$ cat config.mk
export PLATFORM = sky130hd
export DESIGN_NAME = wdt_shared_div
export DESIGN_NICKNAME = d
export VERILOG_FILES = /design/src/rtl/wdt_pkg.sv /design/src/rtl/wdt_base_cnt.sv /design/src/rtl/wdt_divider.sv /design/src/rtl/wdt_shared_div.sv
export SDC_FILE = /design/constraint.sdc
export NUM_CORES = 1
export LEC_CHECK = 0
export BUFFER_PORTS_ARGS = -buffer_cell sky130_fd_sc_hd__buf_4
export CAP_MARGIN = 30
export CORE_ASPECT_RATIO = 1.5
export CORE_MARGIN = 2
export CORE_UTILIZATION = 40
export DETAILED_ROUTE_END_ITERATION = 7
export GPL_TIMING_DRIVEN = 1
export PLACE_DENSITY = 0.6
export SLEW_MARGIN = 10
export SYNTH_ARGS = -nofsm -noshare
export SYNTH_HDL_FRONTEND = slang
export SYNTH_SLANG_ARGS = --single-unit
$ cat constraint.sdc
create_clock -name clk_i -period 2.05 [get_ports clk_i]
set_input_delay 0.3075 -clock clk_i [delete_from_list [all_inputs] [get_ports clk_i]]
set_output_delay 0.3075 -clock clk_i [all_outputs]
set_load 0.01 [all_outputs]
$ cat src/rtl/wdt_pkg.sv
package wdt_pkg;
  localparam int RATIO_W = 3;
  localparam int CTRL_W  = RATIO_W + 1;

  typedef struct packed {
    logic               sel_wdt;
    logic [RATIO_W-1:0] ratio;
  } wdt_ctrl_t;

  localparam wdt_ctrl_t CTRL_RST = '1;
endpackage

$ cat src/rtl/wdt_base_cnt.sv
module wdt_base_cnt #(
  parameter int W = 8
) (
  input  logic clk_i,
  input  logic rst_ni,
  input  logic tick_i,
  input  logic en_i,
  input  logic clr_i,
  output logic ovf_o
);
  logic [W-1:0] cnt_q;

  assign ovf_o = tick_i & en_i & (&cnt_q);

  always_ff @(posedge clk_i or negedge rst_ni) begin
    if (!rst_ni)            cnt_q <= '0;
    else if (clr_i)         cnt_q <= '0;
    else if (tick_i && en_i) cnt_q <= cnt_q + 1'b1;
  end
endmodule

$ cat src/rtl/wdt_divider.sv
module wdt_divider #(
  parameter int DIV_W = 8,
  localparam int KW   = $clog2(DIV_W + 1)
) (
  input  logic          clk_i,
  input  logic          rst_ni,
  input  logic          in_evt_i,
  input  logic [KW-1:0] k_i,
  input  logic          clr_i,
  output logic          pulse_o
);
  logic [DIV_W-1:0] cnt_q;
  logic [DIV_W:0]   tap;

  // tap[j]: low j bits saturated, so the next event completes a 2^j period
  assign tap[0] = 1'b1;
  for (genvar j = 1; j <= DIV_W; j++) begin : g_tap
    assign tap[j] = &cnt_q[j-1:0];
  end

  assign pulse_o = in_evt_i & tap[k_i];

  always_ff @(posedge clk_i or negedge rst_ni) begin
    if (!rst_ni)       cnt_q <= '0;
    else if (clr_i)    cnt_q <= '0;
    else if (in_evt_i) cnt_q <= cnt_q + 1'b1;
  end
endmodule

$ cat src/rtl/wdt_shared_div.sv
module wdt_shared_div
  import wdt_pkg::*;
#(
  parameter int BASE_W = 8,
  parameter int DIV_W  = 8,
  localparam int KW    = $clog2(DIV_W + 1)
) (
  input  logic              clk_i,
  input  logic              rst_ni,
  input  logic              wdt_tick_i,
  input  logic              tmr_clk_i,
  input  logic              wdt_en_i,
  input  logic              ctrl_wr_i,
  input  logic [CTRL_W-1:0] ctrl_d_i,
  input  logic              clrwdt_i,
  input  logic              sleep_i,
  output logic              wdt_rst_o,
  output logic              wake_o,
  output logic              tmr_inc_o,
  output logic              pd_o,
  output logic              to_o
);
  wdt_ctrl_t ctrl_q, ctrl_wdata;
  logic asleep_q;
  logic psa, hold, base_ovf, div_pulse, div_in, div_clr, base_clr;
  logic sel_chg, tmo, rst_fire;
  logic [KW-1:0] k_sel;

  assign ctrl_wdata = wdt_ctrl_t'(ctrl_d_i);
  assign psa        = ctrl_q.sel_wdt;
  assign hold       = clrwdt_i | sleep_i;
  assign sel_chg    = ctrl_wr_i & (ctrl_wdata.sel_wdt != ctrl_q.sel_wdt);
  assign k_sel      = psa ? KW'(ctrl_q.ratio) : KW'(ctrl_q.ratio) + KW'(1);
  assign div_in     = psa ? base_ovf : tmr_clk_i;
  assign tmo        = wdt_en_i & ~hold & (psa ? div_pulse : base_ovf);
  assign rst_fire   = tmo & ~asleep_q;
  assign base_clr   = hold | rst_fire;
  assign div_clr    = (psa & hold) | sel_chg | rst_fire;

  wdt_base_cnt #(.W(BASE_W)) u_base (
    .clk_i  (clk_i),
    .rst_ni (rst_ni),
    .tick_i (wdt_tick_i),
    .en_i   (wdt_en_i),
    .clr_i  (base_clr),
    .ovf_o  (base_ovf)
  );

  wdt_divider #(.DIV_W(DIV_W)) u_div (
    .clk_i    (clk_i),
    .rst_ni   (rst_ni),
    .in_evt_i (div_in),
    .k_i      (k_sel),
    .clr_i    (div_clr),
    .pulse_o  (div_pulse)
  );

  always_ff @(posedge clk_i or negedge rst_ni) begin
    if (!rst_ni)        ctrl_q <= CTRL_RST;
    else if (rst_fire)  ctrl_q <= CTRL_RST;
    else if (ctrl_wr_i) ctrl_q <= ctrl_wdata;
  end

  always_ff @(posedge clk_i or negedge rst_ni) begin
    if (!rst_ni) begin
      asleep_q <= 1'b0;
      pd_o     <= 1'b1;
      to_o     <= 1'b1;
    end else begin
      if (sleep_i)  asleep_q <= 1'b1;
      else if (tmo) asleep_q <= 1'b0;
      if (sleep_i) begin
        pd_o <= 1'b0;
        to_o <= 1'b1;
      end else if (clrwdt_i) begin
        pd_o <= 1'b1;
        to_o <= 1'b1;
      end else if (tmo) begin
        to_o <= 1'b0;
      end
    end
  end

  always_ff @(posedge clk_i or negedge rst_ni) begin
    if (!rst_ni) begin
      wdt_rst_o <= 1'b0;
      wake_o    <= 1'b0;
      tmr_inc_o <= 1'b0;
    end else begin
      wdt_rst_o <= rst_fire;
      wake_o    <= tmo & asleep_q;
      tmr_inc_o <= psa ? tmr_clk_i : div_pulse;
    end
  end


  no_dual_pulse_chk: assert property (@(posedge clk_i) disable iff (!rst_ni)
    !(wdt_rst_o && wake_o));

  tmo_needs_en_chk: assert property (@(posedge clk_i) disable iff (!rst_ni)
    (wdt_rst_o || wake_o) |-> $past(wdt_en_i));

  sleep_flags_chk: assert property (@(posedge clk_i) disable iff (!rst_ni)
    sleep_i |=> (!pd_o && to_o));

  clr_flags_chk: assert property (@(posedge clk_i) disable iff (!rst_ni)
    (clrwdt_i && !sleep_i) |=> (pd_o && to_o));

  rst_one_cycle_chk: assert property (@(posedge clk_i) disable iff (!rst_ni)
    wdt_rst_o |=> !wdt_rst_o);

  rst_clears_to_chk: assert property (@(posedge clk_i) disable iff (!rst_ni)
    wdt_rst_o |-> !to_o);

  wake_one_cycle_chk: assert property (@(posedge clk_i) disable iff (!rst_ni)
    wake_o |=> !wake_o);
endmodule

==> run summary, run 1 <==
status - complete, but fails checks
failing checks - negative setup slack
CP arrival - 2.27 ns
Final Instance Area - 0.001982 mm2
Worst path max stage delay - 0.54 ns
GRT Max-Usage Layer - met2
H-tree depth - 1
via/cell ratio - 5.396
largest cells by area after synthesis - dfrtp_1 31%, dfstp_2 9.8%, ha_1 3.9%, xor2_1 3.8%, mux2i_1 3.1%
Max Slew Vio Count - 0
power per cell area - 559.0 mW/mm2
core area - 0.003889 mm2
CP Data Required Time - 2.25 ns
Final #Nets - 203
Final WS setup - -0.01754 ns
DR DRC count - 0
Synth Register Bits - 26
Die ar. - 0.004536 mm2
Synth area leader - dfrtp_1
HPWL after detailed placement - 2.465 mm
M1 GR Usage - 0.1771
drt first pass iters - 4
Routed WL - 3.437 mm
Async SR Flop Fraction - 1.000
Period Utilization, post-route - 1.009
first-pass GRT wire length - 5.968 mm
synthesized area - 0.001602 mm2
sequential share of the synthesized area - 0.4109
clock root buffer - clkbuf_8
MaxCap Viol Count - 0
Initial Utilization - 0.4118
initial antenna violation count - 0
worst-case vdd ir drop - 0.4920 mV
Die H - 81.50 um
via count - 1241
R2R depth - 7
Reg clk slew, reported paths - 0.08 ns
Mapped Cells - 152
synth cell count leaders - 20 x dfrtp_1, 12 x nand2_1, 9 x nor2_1
count leader, synth - dfrtp_1
TritonCTS Buffers - 3
Worst Setup EP - ctrl_q[0]
clock latency at the later pin of the worst-skew pair - 0.28 ns
clk sinks - 26
IO Port Bufs - 16
global placement routability congestion - 0.8230
R2R Setup Slk - -0.02 ns
Final ANT Viol Nets - 0
RR Startpoint - ctrl_q[0]
Worst Hold Class - in2reg
critical path class - reg2reg
FF-to-FF End - ctrl_q[0]
dpl cells - 220
Setup Viol. Count Final - 3
diode count - 0
RSZ-0062 raised after global routing - yes
CP Capture Type - flop
CP max FO - 7
Yosys warning total - 0
die width - 55.67 um
fin crit period - 2.068 ns
vias in the first global route - 1334
Lkg Pwr - 0.8581 nW
initial DRC count - 27
clk_skew - 0.01002 ns
Unique masters post-synth - 45
Avg WL per Cell - 14.94 um
Ports - 17
Worst Tran Pin Value - 0.5431 ns
top cell type's share of synthesized area - 0.3125
FMAX - 483.7 MHz
CTS tree - built
multi-input logic area - 902.1 um2
met2 Use GR - 0.3190
GRT overflow - 0
Placed Area - 0.001827 mm2
met3 usage - 0.02047
Worst Setup Start Kind - flop
area growth from synthesis to layout - 23.75%
crit path launch - ctrl_q[0]
worst path cell trace - ha_1 -> nor2b_4 -> xnor2_2 -> and3b_4 -> o311a_4 -> buf_12 -> a211o_1
CTS Buffer Depth - 2
syn avg cell area - 10.54 um2
pin count of the biggest net entering global routing - 27
relative slew slack - 0.6380
Final Non-Filler Cells - 230
Slowest-stage cell, CP - dfstp_2
GRT Resource Usage Total - 0.1681
Mapped Nets - 169
Reg area - 658.1 um2
Final Hold Fails - 0
number of synthesized flops with an enable pin - 0
predominant post-synthesis flop cell - dfrtp_1
# fillers - 352
std cell rows - 28
share of cells above drive strength 1 - 0.3622
timing repair:
action / CTS / global route
buffers inserted: 1 / 3
hold buffers: 1 / 0
gates resized for setup: 7 / 1
cloned: 1 / 0
pin swaps: 3 / 4
endpoints found under the hold margin: 20 / 0
endpoints found under the setup margin: 5 / 18
flip-flops by register name (all words and copies together), names as in the netlist:
register,flops
wake_o,1
psa,1
asleep_q,1
to_o,1
u_base.cnt_q,8
wdt_rst_o,1
pd_o,1
ctrl_q,3
u_div.cnt_q,8
tmr_inc_o,1
worst min path at each step:
stage	start	end	depth (start not counted)
global route	sleep_i	pd_o	2
CTS	sleep_i	pd_o	2
floorplan	rst_ni	asleep_q	0
finish	sleep_i	pd_o	2
detailed placement	rst_ni	u_base.cnt_q[2]	1
global placement	rst_ni	u_base.cnt_q[2]	1
cell type report:
type                            instances  share of cell area
Multi-Input combinational cell        114              0.4552
Sequential cell                        26              0.3321
Timing Repair Buffer                   35              0.1503
Tap cell                               45             0.02841
Clock buffer                            4             0.02273
Inverter                                6             0.01136
power by group:
part / total, W / internal [W] / leakage, nW / switching [W]
logic: 0.000249 / 0.000126 / 0.501 / 0.000123
registers: 0.000555 / 0.000539 / 0.334 / 0.0000168
clock network: 0.000304 / 0.000139 / 0.0228 / 0.000164
total: 0.00111 / 0.000804 / 0.858 / 0.000304
per-layer routing:
layer	vias to the layer above	wire, um
met3	8	71
li1	610	-
met4	0	116
met5	-	0
met1	606	1389
met2	17	1860
metrics by stage:
step	hold slack (ns)	total power, W	worst slack (ns)	setup TNS, ns	utilization
after floorplan	0.01191	0.0007071	0.003080	0	-
after global placement	0.2306	0.0007900	0.01540	0	0.4698
after detailed placement	0.2414	0.0007986	-0.02695	-0.06985	0.4698
after CTS	0.1472	0.001121	-0.02539	-0.06501	0.5013
after global routing	0.1629	0.001165	-0.06700	-0.3532	0.5097
final	0.1589	0.001108	-0.01754	-0.04830	0.5097
cells in the final DEF (no fill, tap or decap), types with 4 or more instances in the layout:
cell and count:
nand3_1 6, mux2i_1 5, nor3b_1 5, nor2b_1 4
inv_1 6, nor3b_2 4, buf_4 32, a21oi_1 6
nor2_1 9, nand2_1 12, xor2_1 7, dfrtp_1 20
nand4_1 5, dfstp_2 6, a211o_1 4, nor3_2 5
worst max-delay path, delay by kind of cell (launching register included):
family	cells	cell delay [ns]
simple gates	2	0.41
buf+inv	1	0.15
xor+xnor	1	0.16
fa+ha+maj	1	0.14
compound gates	2	0.61
flops	1	0.54
cell families after synthesis:
kind of cell | share of synthesized area
multiplexers | 0.03125
AO/OA/AOI/OAI | 0.1164
flip-flops | 0.4109
AND/OR/NAND/NOR | 0.2750
adder cells (fa/ha/maj) | 0.03906
buffers and inverters | 0.05234
XOR/XNOR | 0.07500
Note: power is estimated with default switching activity, not from simulation.
==> run 2, diff against run 1 <==
--- a/config.mk
+++ b/config.mk
@@ -11,9 +11,11 @@
 export CORE_MARGIN = 2
 export CORE_UTILIZATION = 40
 export DETAILED_ROUTE_END_ITERATION = 7
+export GPL_ROUTABILITY_DRIVEN = 1
 export GPL_TIMING_DRIVEN = 1
 export PLACE_DENSITY = 0.6
 export SLEW_MARGIN = 10
 export SYNTH_ARGS = -nofsm -noshare
 export SYNTH_HDL_FRONTEND = slang
+export SYNTH_HIERARCHICAL = 1
 export SYNTH_SLANG_ARGS = --single-unit
==> run 2 against run 1 <==
  * Non-clock buffer count up 23
  * Largest power group unchanged
  * Fmax down 33%
  * The run still ends with negative setup slack left
  * Flip-flop and latch count unchanged
==> run summary, run 2 <==
number of synthesized flops with an enable pin - 0
top cell type's share of synthesized area - 0.3445
Reg clk slew, reported paths - 0.09 ns
std cell rows - 26
multi-input logic area - 792.0 um2
first-pass GRT wire length - 5.678 mm
cell family with most CP delay - simple AND/OR/NAND/NOR gates
Async SR Flop Fraction - 1.000
failing checks - negative setup slack
clk sinks - 26
# fillers - 332
H-tree depth - 1
Placed Area - 0.001916 mm2
clock latency at the later pin of the worst-skew pair - 0.27 ns
TritonCTS Buffers - 3
GRT overflow - 0
Synth Area in Compound Gates - 0.1275
Final #Nets - 216
HPWL after detailed placement - 2.614 mm
Die H - 77.81 um
Setup Viol. Count Final - 25
Reg area - 658.1 um2
Worst Setup Start Kind - flop
initial DRC count - 20
Unique masters post-synth - 43
power per cell area - 538.8 mW/mm2
Final Hold Fails - 0
syn avg cell area - 10.30 um2
largest cells by area after synthesis - dfrtp_1 34%, dfstp_2 11%, mux2i_1 4.8%, ha_1 4.3%, a21oi_1 3.4%
CP Capture Type - flop
Slowest-stage cell, CP - dfstp_2
worst-case vdd ir drop - 0.3363 mV
share of cells above drive strength 1 - 0.4697
Largest regs - u_base/cnt_q: 8 flops, u_div/cnt_q: 8 flops, ctrl_q: 3 flops
main combinational cell family by area after synthesis - simple AND/OR/NAND/NOR gates
global placement routability congestion - 0.7419
Initial Utilization - 0.4213
relative slew slack - 0.7689
Final ANT Viol Nets - 0
Synth Area in Adders - 0.04307
Worst Tran Pin Value - 0.3467 ns
Sw Pwr - 0.0002888 W
Yosys warning total - 6
CP max FO - 2
Synth Register Bits - 26
CP most frequent cell - mux2_4
MaxCap Viol Count - 0
CTS tree - built
synth cell count leaders - 20 x dfrtp_1, 11 x nand2_1, 11 x nor2_1
Lkg Pwr - 0.9476 nW
clk_skew - 0.001052 ns
diode count - 0
Max Slew Vio Count - 0
Routed WL - 3.340 mm
Comb pwr share - 0.220
Synth area leader - dfrtp_1
Mapped Cells - 141
DR DRC count - 0
vias in the first global route - 1321
commonest non-fill, non-tap cell in the layout - buf_4
dpl cells - 232
drt first pass iters - 4
sequential share of power - 0.506
pin count of the biggest net entering global routing - 27
RSZ-0062 raised after global routing - yes
GRT Resource Usage Total - 0.1838
XOR/XNOR share of the synthesized area - 0.03618
die width - 53.21 um
sequential share of the synthesized area - 0.4531
critical path class - reg2reg
area growth from synthesis to layout - 40.14%
Die ar. - 0.004140 mm2
IO Port Bufs - 16
Final Instance Area - 0.002036 mm2
initial antenna violation count - 0
Design Power - 0.001097 W
most frequent cells in the layout - 55 x buf_4, 20 x dfrtp_1, 10 x nand2_1
Period Utilization, post-route - 1.508
core area - 0.003448 mm2
Ports - 17
Worst path max stage delay - 0.56 ns
Int Power - 0.0008080 W
via count - 1239
status - complete, but fails checks
Final Non-Filler Cells - 240
Final WS setup - -1.042 ns
clock root buffer - clkbuf_8
Worst Hold Class - in2reg
CP Data Required Time - 2.26 ns
Net Sw Frac - 0.2633
CP arrival - 3.30 ns
proportion of synthesized area in mux cells - 0.08183
Mapped Nets - 158
worst path cell trace - ha_4 -> mux2_4 -> or4b_4 -> o41ai_2 -> o311a_1 -> mux2_4 -> nand4_4 -> o211ai_2 -> o211ai_1 -> or4_1 -> a21oi_2
via/cell ratio - 5.163
fin crit period - 3.092 ns
CP bufs+invs - 0
Avg WL per Cell - 13.92 um
synthesized area - 0.001453 mm2
FMAX - 323.4 MHz
Post-Synth Simple-Gate Area - 0.2119
Clock Power Share - 0.274
CTS Buffer Depth - 2
predominant post-synthesis flop cell - dfrtp_1
count leader, synth - dfrtp_1
==> run 2: power groups by stage <==
stage / registers, W / clock network (W) / logic (W)
after floorplan: 0.000567 / 0 / 0.000120
after global placement: 0.000562 / 0 / 0.000227
after detailed placement: 0.000563 / 0 / 0.000234
after CTS: 0.000556 / 0.000317 / 0.000250
after global routing: 0.000558 / 0.000337 / 0.000266
final: 0.000555 / 0.000300 / 0.000241
==> run 2: what timing repair did <==
item / 4_1_cts / 5_1_grt
pin swaps: 7 / 2
endpoints found under the hold margin: 20 / 0
hold buffers: 1 / 0
gates resized for setup: 11 / 1
setup endpoints to repair: 25 / 25
gates cloned: 0 / 0
buffers inserted: 5 / 0
==> run 2: worst paths after layout <==
check                      startpoint             end  slack, ns  cells past startpoint
max                         ctrl_q[0]  u_div/cnt_q[7]      -1.04                     11
min                           sleep_i            pd_o       0.19                      2
max reg2reg                 ctrl_q[0]  u_div/cnt_q[7]      -1.04                     11
min reg2reg                  asleep_q        asleep_q       0.49                      1
max in group asynchronous      rst_ni             psa       1.27                      2
min in group asynchronous      rst_ni  u_div/cnt_q[0]       0.48                      2
==> run 2: metrics by stage <==
| stage | hold slack [ns] | setup slack, ns | utilization | TNS, ns |
|---|---|---|---|---|
| global placement | 0.2364 | -0.9648 | 0.5555 | -13.95 |
| global route | 0.1787 | -1.178 | 0.5903 | -20.58 |
| floorplan | 0.01191 | -1.135 | - | -12.07 |
| finish | 0.1851 | -1.042 | 0.5903 | -17.82 |
| CTS | 0.1767 | -1.043 | 0.5940 | -18.13 |
| detailed placement | 0.2397 | -1.057 | 0.5555 | -15.21 |
==> run 2: area by class of cell <==
| type | instances | area share |
|---|---|---|
| inverter | 9 | 0.01659 |
| sequential | 26 | 0.3233 |
| tap | 42 | 0.02581 |
| clock buffer | 4 | 0.02213 |
| multi-input combinational | 101 | 0.3891 |
| timing repair buffer | 58 | 0.2231 |
==> run 2: kinds of logic after synthesis <==
| logic type | count (synthesis) |
|---|---|
| AO/OA/AOI/OAI | 27 |
| XOR/XNOR | 6 |
| adder cells (fa/ha/maj) | 5 |
| buffers and inverters | 14 |
| flip-flops | 26 |
| multiplexers | 11 |
| AND/OR/NAND/NOR | 52 |
==> run 2: metal layers <==
layer | up-vias | wire length, um | global-route usage
met5 | - | 0 | 0
li1 | 624 | - | -
met3 | 5 | 58 | 0.02500
met4 | 0 | 52 | 0.06923
met2 | 11 | 1964 | 0.3457
met1 | 599 | 1265 | 0.1941
==> run 2: worst register-to-register path: cells and delay by family (launching register included) <==
family          cells  cell delay [ns]
fa+ha+maj           1             0.20
flops               1             0.56
mux                 2             0.44
simple gates        3             1.06
compound gates      5             0.78
